===== src/rtl/hcs_pkg.sv =====
package hcs_pkg;
    localparam int REG_W     = 32;
    localparam int BIT_IAA   = 5;
    localparam int BIT_HALT  = 12;
    localparam int BIT_RECL  = 13;
    localparam int BIT_PER   = 14;
    localparam int BIT_ASYNC = 15;
    localparam int NUM_SCHED = 2;
    localparam int SCHED_PER   = 0;
    localparam int SCHED_ASYNC = 1;

    typedef struct packed {
        logic en;
    } sched_st_t;

    typedef struct packed {
        logic halted;
    } halt_st_t;

    typedef struct packed {
        logic flag;
    } iaa_st_t;

    typedef struct packed {
        logic recl;
    } top_st_t;
endpackage


===== src/rtl/hcs_sched_track.sv =====
module hcs_sched_track
    import hcs_pkg::*;
(
    input  logic clk,
    input  logic rst_n,
    input  logic req_en,
    input  logic ack,
    output logic sts
);
    sched_st_t st_d, st_q;

    always_comb begin
        st_d = st_q;
        if (ack) begin
            st_d.en = req_en;
        end
    end

    always_ff @(posedge clk or negedge rst_n) begin
        if (!rst_n) begin
            st_q <= '0;
        end else begin
            st_q <= st_d;
        end
    end

    assign sts = st_q.en;
endmodule


===== src/rtl/hcs_halt_ctl.sv =====
module hcs_halt_ctl
    import hcs_pkg::*;
(
    input  logic clk,
    input  logic rst_n,
    input  logic run,
    input  logic stop_done,
    input  logic int_err,
    output logic halted,
    output logic run_clr
);
    halt_st_t st_d, st_q;

    always_comb begin
        st_d = st_q;
        if (int_err) begin
            st_d.halted = 1'b1;
        end else if (run) begin
            st_d.halted = 1'b0;
        end else if (stop_done) begin
            st_d.halted = 1'b1;
        end
    end

    always_ff @(posedge clk or negedge rst_n) begin
        if (!rst_n) begin
            st_q <= '{halted: 1'b1};
        end else begin
            st_q <= st_d;
        end
    end

    assign halted  = st_q.halted;
    assign run_clr = int_err;
endmodule


===== src/rtl/hcs_iaa_latch.sv =====
module hcs_iaa_latch
    import hcs_pkg::*;
(
    input  logic clk,
    input  logic rst_n,
    input  logic doorbell,
    input  logic adv,
    input  logic clr_hit,
    output logic flag,
    output logic doorbell_clr
);
    iaa_st_t st_d, st_q;
    logic    set_ev;

    always_comb begin
        set_ev = doorbell && adv;
        st_d   = st_q;
        if (set_ev) begin
            st_d.flag = 1'b1;
        end else if (clr_hit) begin
            st_d.flag = 1'b0;
        end
    end

    always_ff @(posedge clk or negedge rst_n) begin
        if (!rst_n) begin
            st_q <= '0;
        end else begin
            st_q <= st_d;
        end
    end

    assign flag         = st_q.flag;
    assign doorbell_clr = set_ev;
endmodule


===== src/rtl/hc_status_unit.sv =====
module hc_status_unit
    import hcs_pkg::*;
#(
    parameter int                ADDR_W  = 8,
    parameter logic [ADDR_W-1:0] STS_OFF = 'h24
) (
    input  logic              clk,
    input  logic              rst_n,
    input  logic [ADDR_W-1:0] reg_addr,
    input  logic              reg_we,
    input  logic [REG_W-1:0]  reg_wdata,
    output logic [REG_W-1:0]  reg_rdata,
    input  logic              cmd_run,
    input  logic              cmd_per_en,
    input  logic              cmd_async_en,
    input  logic              cmd_doorbell,
    input  logic              per_ack,
    input  logic              async_ack,
    input  logic              stop_done,
    input  logic              int_err,
    input  logic              async_adv,
    input  logic              reclaim,
    output logic              run_clr,
    output logic              doorbell_clr
);
    localparam logic [REG_W-1:0] IAA_MASK = REG_W'(1) << BIT_IAA;

    top_st_t              st_d, st_q;
    logic [NUM_SCHED-1:0] sched_req;
    logic [NUM_SCHED-1:0] sched_ack;
    logic [NUM_SCHED-1:0] sched_sts;
    logic                 per_sts;
    logic                 async_sts;
    logic                 halted;
    logic                 iaa;
    logic                 sts_hit;
    logic                 iaa_clr_hit;

    assign sched_req[SCHED_PER]   = cmd_per_en;
    assign sched_req[SCHED_ASYNC] = cmd_async_en;
    assign sched_ack[SCHED_PER]   = per_ack;
    assign sched_ack[SCHED_ASYNC] = async_ack;

    for (genvar g = 0; g < NUM_SCHED; g++) begin : g_sched
        hcs_sched_track u_track (
            .clk    (clk),
            .rst_n  (rst_n),
            .req_en (sched_req[g]),
            .ack    (sched_ack[g]),
            .sts    (sched_sts[g])
        );
    end

    assign per_sts   = sched_sts[SCHED_PER];
    assign async_sts = sched_sts[SCHED_ASYNC];

    hcs_halt_ctl u_halt (
        .clk       (clk),
        .rst_n     (rst_n),
        .run       (cmd_run),
        .stop_done (stop_done),
        .int_err   (int_err),
        .halted    (halted),
        .run_clr   (run_clr)
    );

    assign sts_hit     = (reg_addr == STS_OFF);
    assign iaa_clr_hit = reg_we && sts_hit && ((reg_wdata & IAA_MASK) != '0);

    hcs_iaa_latch u_iaa (
        .clk          (clk),
        .rst_n        (rst_n),
        .doorbell     (cmd_doorbell),
        .adv          (async_adv),
        .clr_hit      (iaa_clr_hit),
        .flag         (iaa),
        .doorbell_clr (doorbell_clr)
    );

    always_comb begin
        st_d      = st_q;
        st_d.recl = reclaim;
    end

    always_ff @(posedge clk or negedge rst_n) begin
        if (!rst_n) begin
            st_q <= '0;
        end else begin
            st_q <= st_d;
        end
    end

    always_comb begin
        reg_rdata = '0;
        if (sts_hit) begin
            reg_rdata[BIT_ASYNC] = async_sts;
            reg_rdata[BIT_PER]   = per_sts;
            reg_rdata[BIT_RECL]  = st_q.recl;
            reg_rdata[BIT_HALT]  = halted;
            reg_rdata[BIT_IAA]   = iaa;
        end
    end
endmodule


===== config.mk =====
export PLATFORM = sky130hd
export DESIGN_NAME = hc_status_unit
export DESIGN_NICKNAME = d
export VERILOG_FILES = /design/src/rtl/hcs_pkg.sv /design/src/rtl/hcs_sched_track.sv /design/src/rtl/hcs_halt_ctl.sv /design/src/rtl/hcs_iaa_latch.sv /design/src/rtl/hc_status_unit.sv
export SDC_FILE = /design/constraint.sdc
export NUM_CORES = 1
export LEC_CHECK = 0
export BUFFER_PORTS_ARGS = -buffer_cell sky130_fd_sc_hd__buf_2
export CORE_ASPECT_RATIO = 1.2
export CORE_MARGIN = 5
export CORE_UTILIZATION = 23
export CTS_CLUSTER_DIAMETER = 100
export DETAILED_ROUTE_END_ITERATION = 6
export PLACE_DENSITY_LB_ADDON = 0.05
export SLEW_MARGIN = 20
export SYNTH_ARGS = -nofsm -noshare
export SYNTH_HDL_FRONTEND = slang
export SYNTH_SLANG_ARGS = --single-unit

===== constraint.sdc =====
create_clock -name clk -period 0.91 [get_ports clk]
set_clock_uncertainty 0.15 [all_clocks]
set_input_delay 0 -clock clk [delete_from_list [all_inputs] [get_ports clk]]
set_output_delay 0 -clock clk [all_outputs]
set_load 0.02 [all_outputs]

==> results.toml <==
[sta]
setup_violations = 6
hold_violations = 5
period_share_pct = 137
rsz0062_at_grt = "true"
fin_crit_ns = 1.25
holdWs_ns = -0.0774
final.setup.tns_ns = -1.71
report.final.slew_viol_count = 0
fin_ws_ns = -0.339
fmax_mhz = 801

[floorplanning]
dieArea_um2 = 3050
rows = 18
die_w_um = 51.3
die-height_um = 59.5
io_pins = 87
core_um2 = 2000
start_util_pct = 23.5

[synthesis]
yosysWarnings = 0
synth_seq_area_share_pct = 26.9
syn_area_um2 = 470
syn_inst = 58
syn_avg_cell_area_um2 = 8.11
synthDistinctLibCells = 16
synth_seq_cells = 5

[run_status]
status = "complete, but fails checks"
violations = "hold timing, setup timing"

[detailed_routing]
drc = 0
route.detailed.wl_per_inst_um = 10.1
ant_nets = 0
vias = 421
dr.pass1.iters = 2
vias_per_cell = 3.63
drt_wl_total_mm = 1.17
drtIter0Drc = 1

[grt]
grt-ovfl-total = 0
grtUsageTotal_pct = 7.04
antenna_found_initial = 0
grt_pass1_vias = 427
grt_pass1_wl_mm = 1.58
grt_max_degree = 7

[clocking]
holdBufCountCts = 9
postCtsSetupRepairBufs = 0
worstSkewPairLatency_ns = 0.24
cts_max_path_buffers = 2
clock-sinks = 5
cts_root_buf = "clkbuf_4"
clkTransAtPathRegs_ns = 0.05
cts_buffers = 3
h-tree-depth = 1
cts_tree = "yes"

[job]
drv_cap = 0

[pwr]
p_switching_mw = 0.253
pwr-share-seq_pct = 32.8
power.density_nw_per_um2 = 1040
sw_frac_of_total_pct = 34.3
combPwrFrac_pct = 31.7
clock_power_share_pct = 35.6
total_power_mw = 0.738
ir_worst_vdd_uv = 602
p_leak_nw = 0.394
p_int_mw = 0.485

[placement]
placed_area_um2 = 526
gp_congestion = 0.594
place_hpwl_um = 952
post-place-ws_ns = -0.434
io_buffers = 28
dp.cells = 103

[cells_and_area]
antennaDiodeCount = 0
fin_util_pct = 35.4
fin_area_um2 = 709
instances_no_fill = 116
drive_above_1_share_pct = 41.7
areaGrowthSynthToFinish_pct = 50.8
final_nets = 150

[setup_path]
crit_arrival_ns = 1.10
crit_type = "in -> out"
crit_path_max_fanout = 5
r2r_slack_ns = 0.01
crit_path_start_kind = "input pin"
crit_required_ns = 0.76
cp-end-kind = "primary output"

[min_path]
hold_path.class = "in -> reg"
cells by family after synthesis:
group                  share of synthesized area (%)
buffers and inverters                           50.5
flip-flops                                      26.9
other                                          0.797
AO/OA/AOI/OAI                                   7.71
AND/OR/NAND/NOR                                 14.1
sequential cells by signal, indices dropped and copies added (netlist names):
name                 cells
g_sched.u_track.sts      2
st_q                     1
u_halt.halted            1
u_iaa.flag               1
synthesized netlist by cell type:
master,number,area share (%)
and2_1,1,1.3
or4b_1,2,4.3
nand2_1,3,2.4
a21o_1,1,1.6
o21ai_0,2,2.1
o41a_1,1,2.4
dfrtp_1,4,21
inv_1,5,4.0
clkbuf_1,1,0.80
buf_2,1,1.1
nor2_1,1,0.80
dfstp_2,1,5.6
buf_4,28,45
nor3_1,5,5.3
o21bai_1,1,1.6
conb_1,1,0.80
timing repair:
item / in CTS / in global routing
endpoints found under the hold margin: 10 / 5
setup endpoints to repair: 7 / 7
resized for setup: 8 / 8
pin swaps: 4 / 0
critical path, stage by stage:
cell and delay, ns:
buf_6 0.09, or4b_4 0.54, buf_6 0.16, nor3_4 0.18
buf_6 0.14
final timing paths:
| path | startpoint | end | depth (start not counted) |
|---|---|---|---|
| max reg2reg | u_halt.halted$_DFFE_PN1P_ | u_halt.halted$_DFFE_PN1P_ | 2 |
| min reg2reg | u_halt.halted$_DFFE_PN1P_ | u_halt.halted$_DFFE_PN1P_ | 2 |
| min in group asynchronous | rst_n | u_iaa.flag$_DFFE_PN0P_ | 2 |
| min | reg_we | u_iaa.flag$_DFFE_PN0P_ | 3 |
| max | reg_addr[0] | reg_rdata[12] | 5 |
| max in group asynchronous | rst_n | u_halt.halted$_DFFE_PN1P_ | 2 |
power by group through the flow:
stage | Sequential (mW) | Combinational, mW | Clock, mW
2_1_floorplan | 0.245 | 0.222 | 0
3_3_place_gp | 0.245 | 0.187 | 0
3_5_place_dp | 0.245 | 0.188 | 0
4_1_cts | 0.242 | 0.227 | 0.277
5_1_grt | 0.243 | 0.255 | 0.287
6_report | 0.242 | 0.234 | 0.262
final cells by class:
class	count	area (um2)
fillers	217	1290
flip-flops and latches	5	126
repair buffers	38	270
clock buffers	4	26.3
well taps	20	25.0
multi-input cells	44	243
inverters	5	18.8
cells in the final DEF (no fill, tap or decap):
| cell type | Yosys | layout |
|---|---|---|
| and2_1 | 1 | 1 |
| o21bai_1 | 1 | 1 |
| o21ai_0 | 2 | 2 |
| buf_6 | 0 | 4 |
| inv_1 | 5 | 5 |
| nand2_1 | 3 | 3 |
| nor3_4 | 0 | 1 |
| conb_1 | 1 | 27 |
| dfstp_2 | 1 | 1 |
| buf_4 | 28 | 4 |
| nor2_1 | 1 | 1 |
| buf_2 | 1 | 21 |
| nor3_2 | 0 | 4 |
| a21o_1 | 1 | 1 |
| dlygate4sd3_1 | 0 | 9 |
| clkbuf_4 | 0 | 3 |
| o41a_1 | 1 | 1 |
| clkbuf_1 | 1 | 1 |
| or4b_4 | 0 | 2 |
| dfrtp_1 | 4 | 4 |
routing by layer:
| metal | track usage, % | wire length [um] |
|---|---|---|
| met1 | 6.54 | 362 |
| met2 | 13.3 | 686 |
| met3 | 2.02 | 123 |
| met4 | 4.49 | 0 |
| met5 | 0 | 0 |
(Power assumes the default switching activity.)
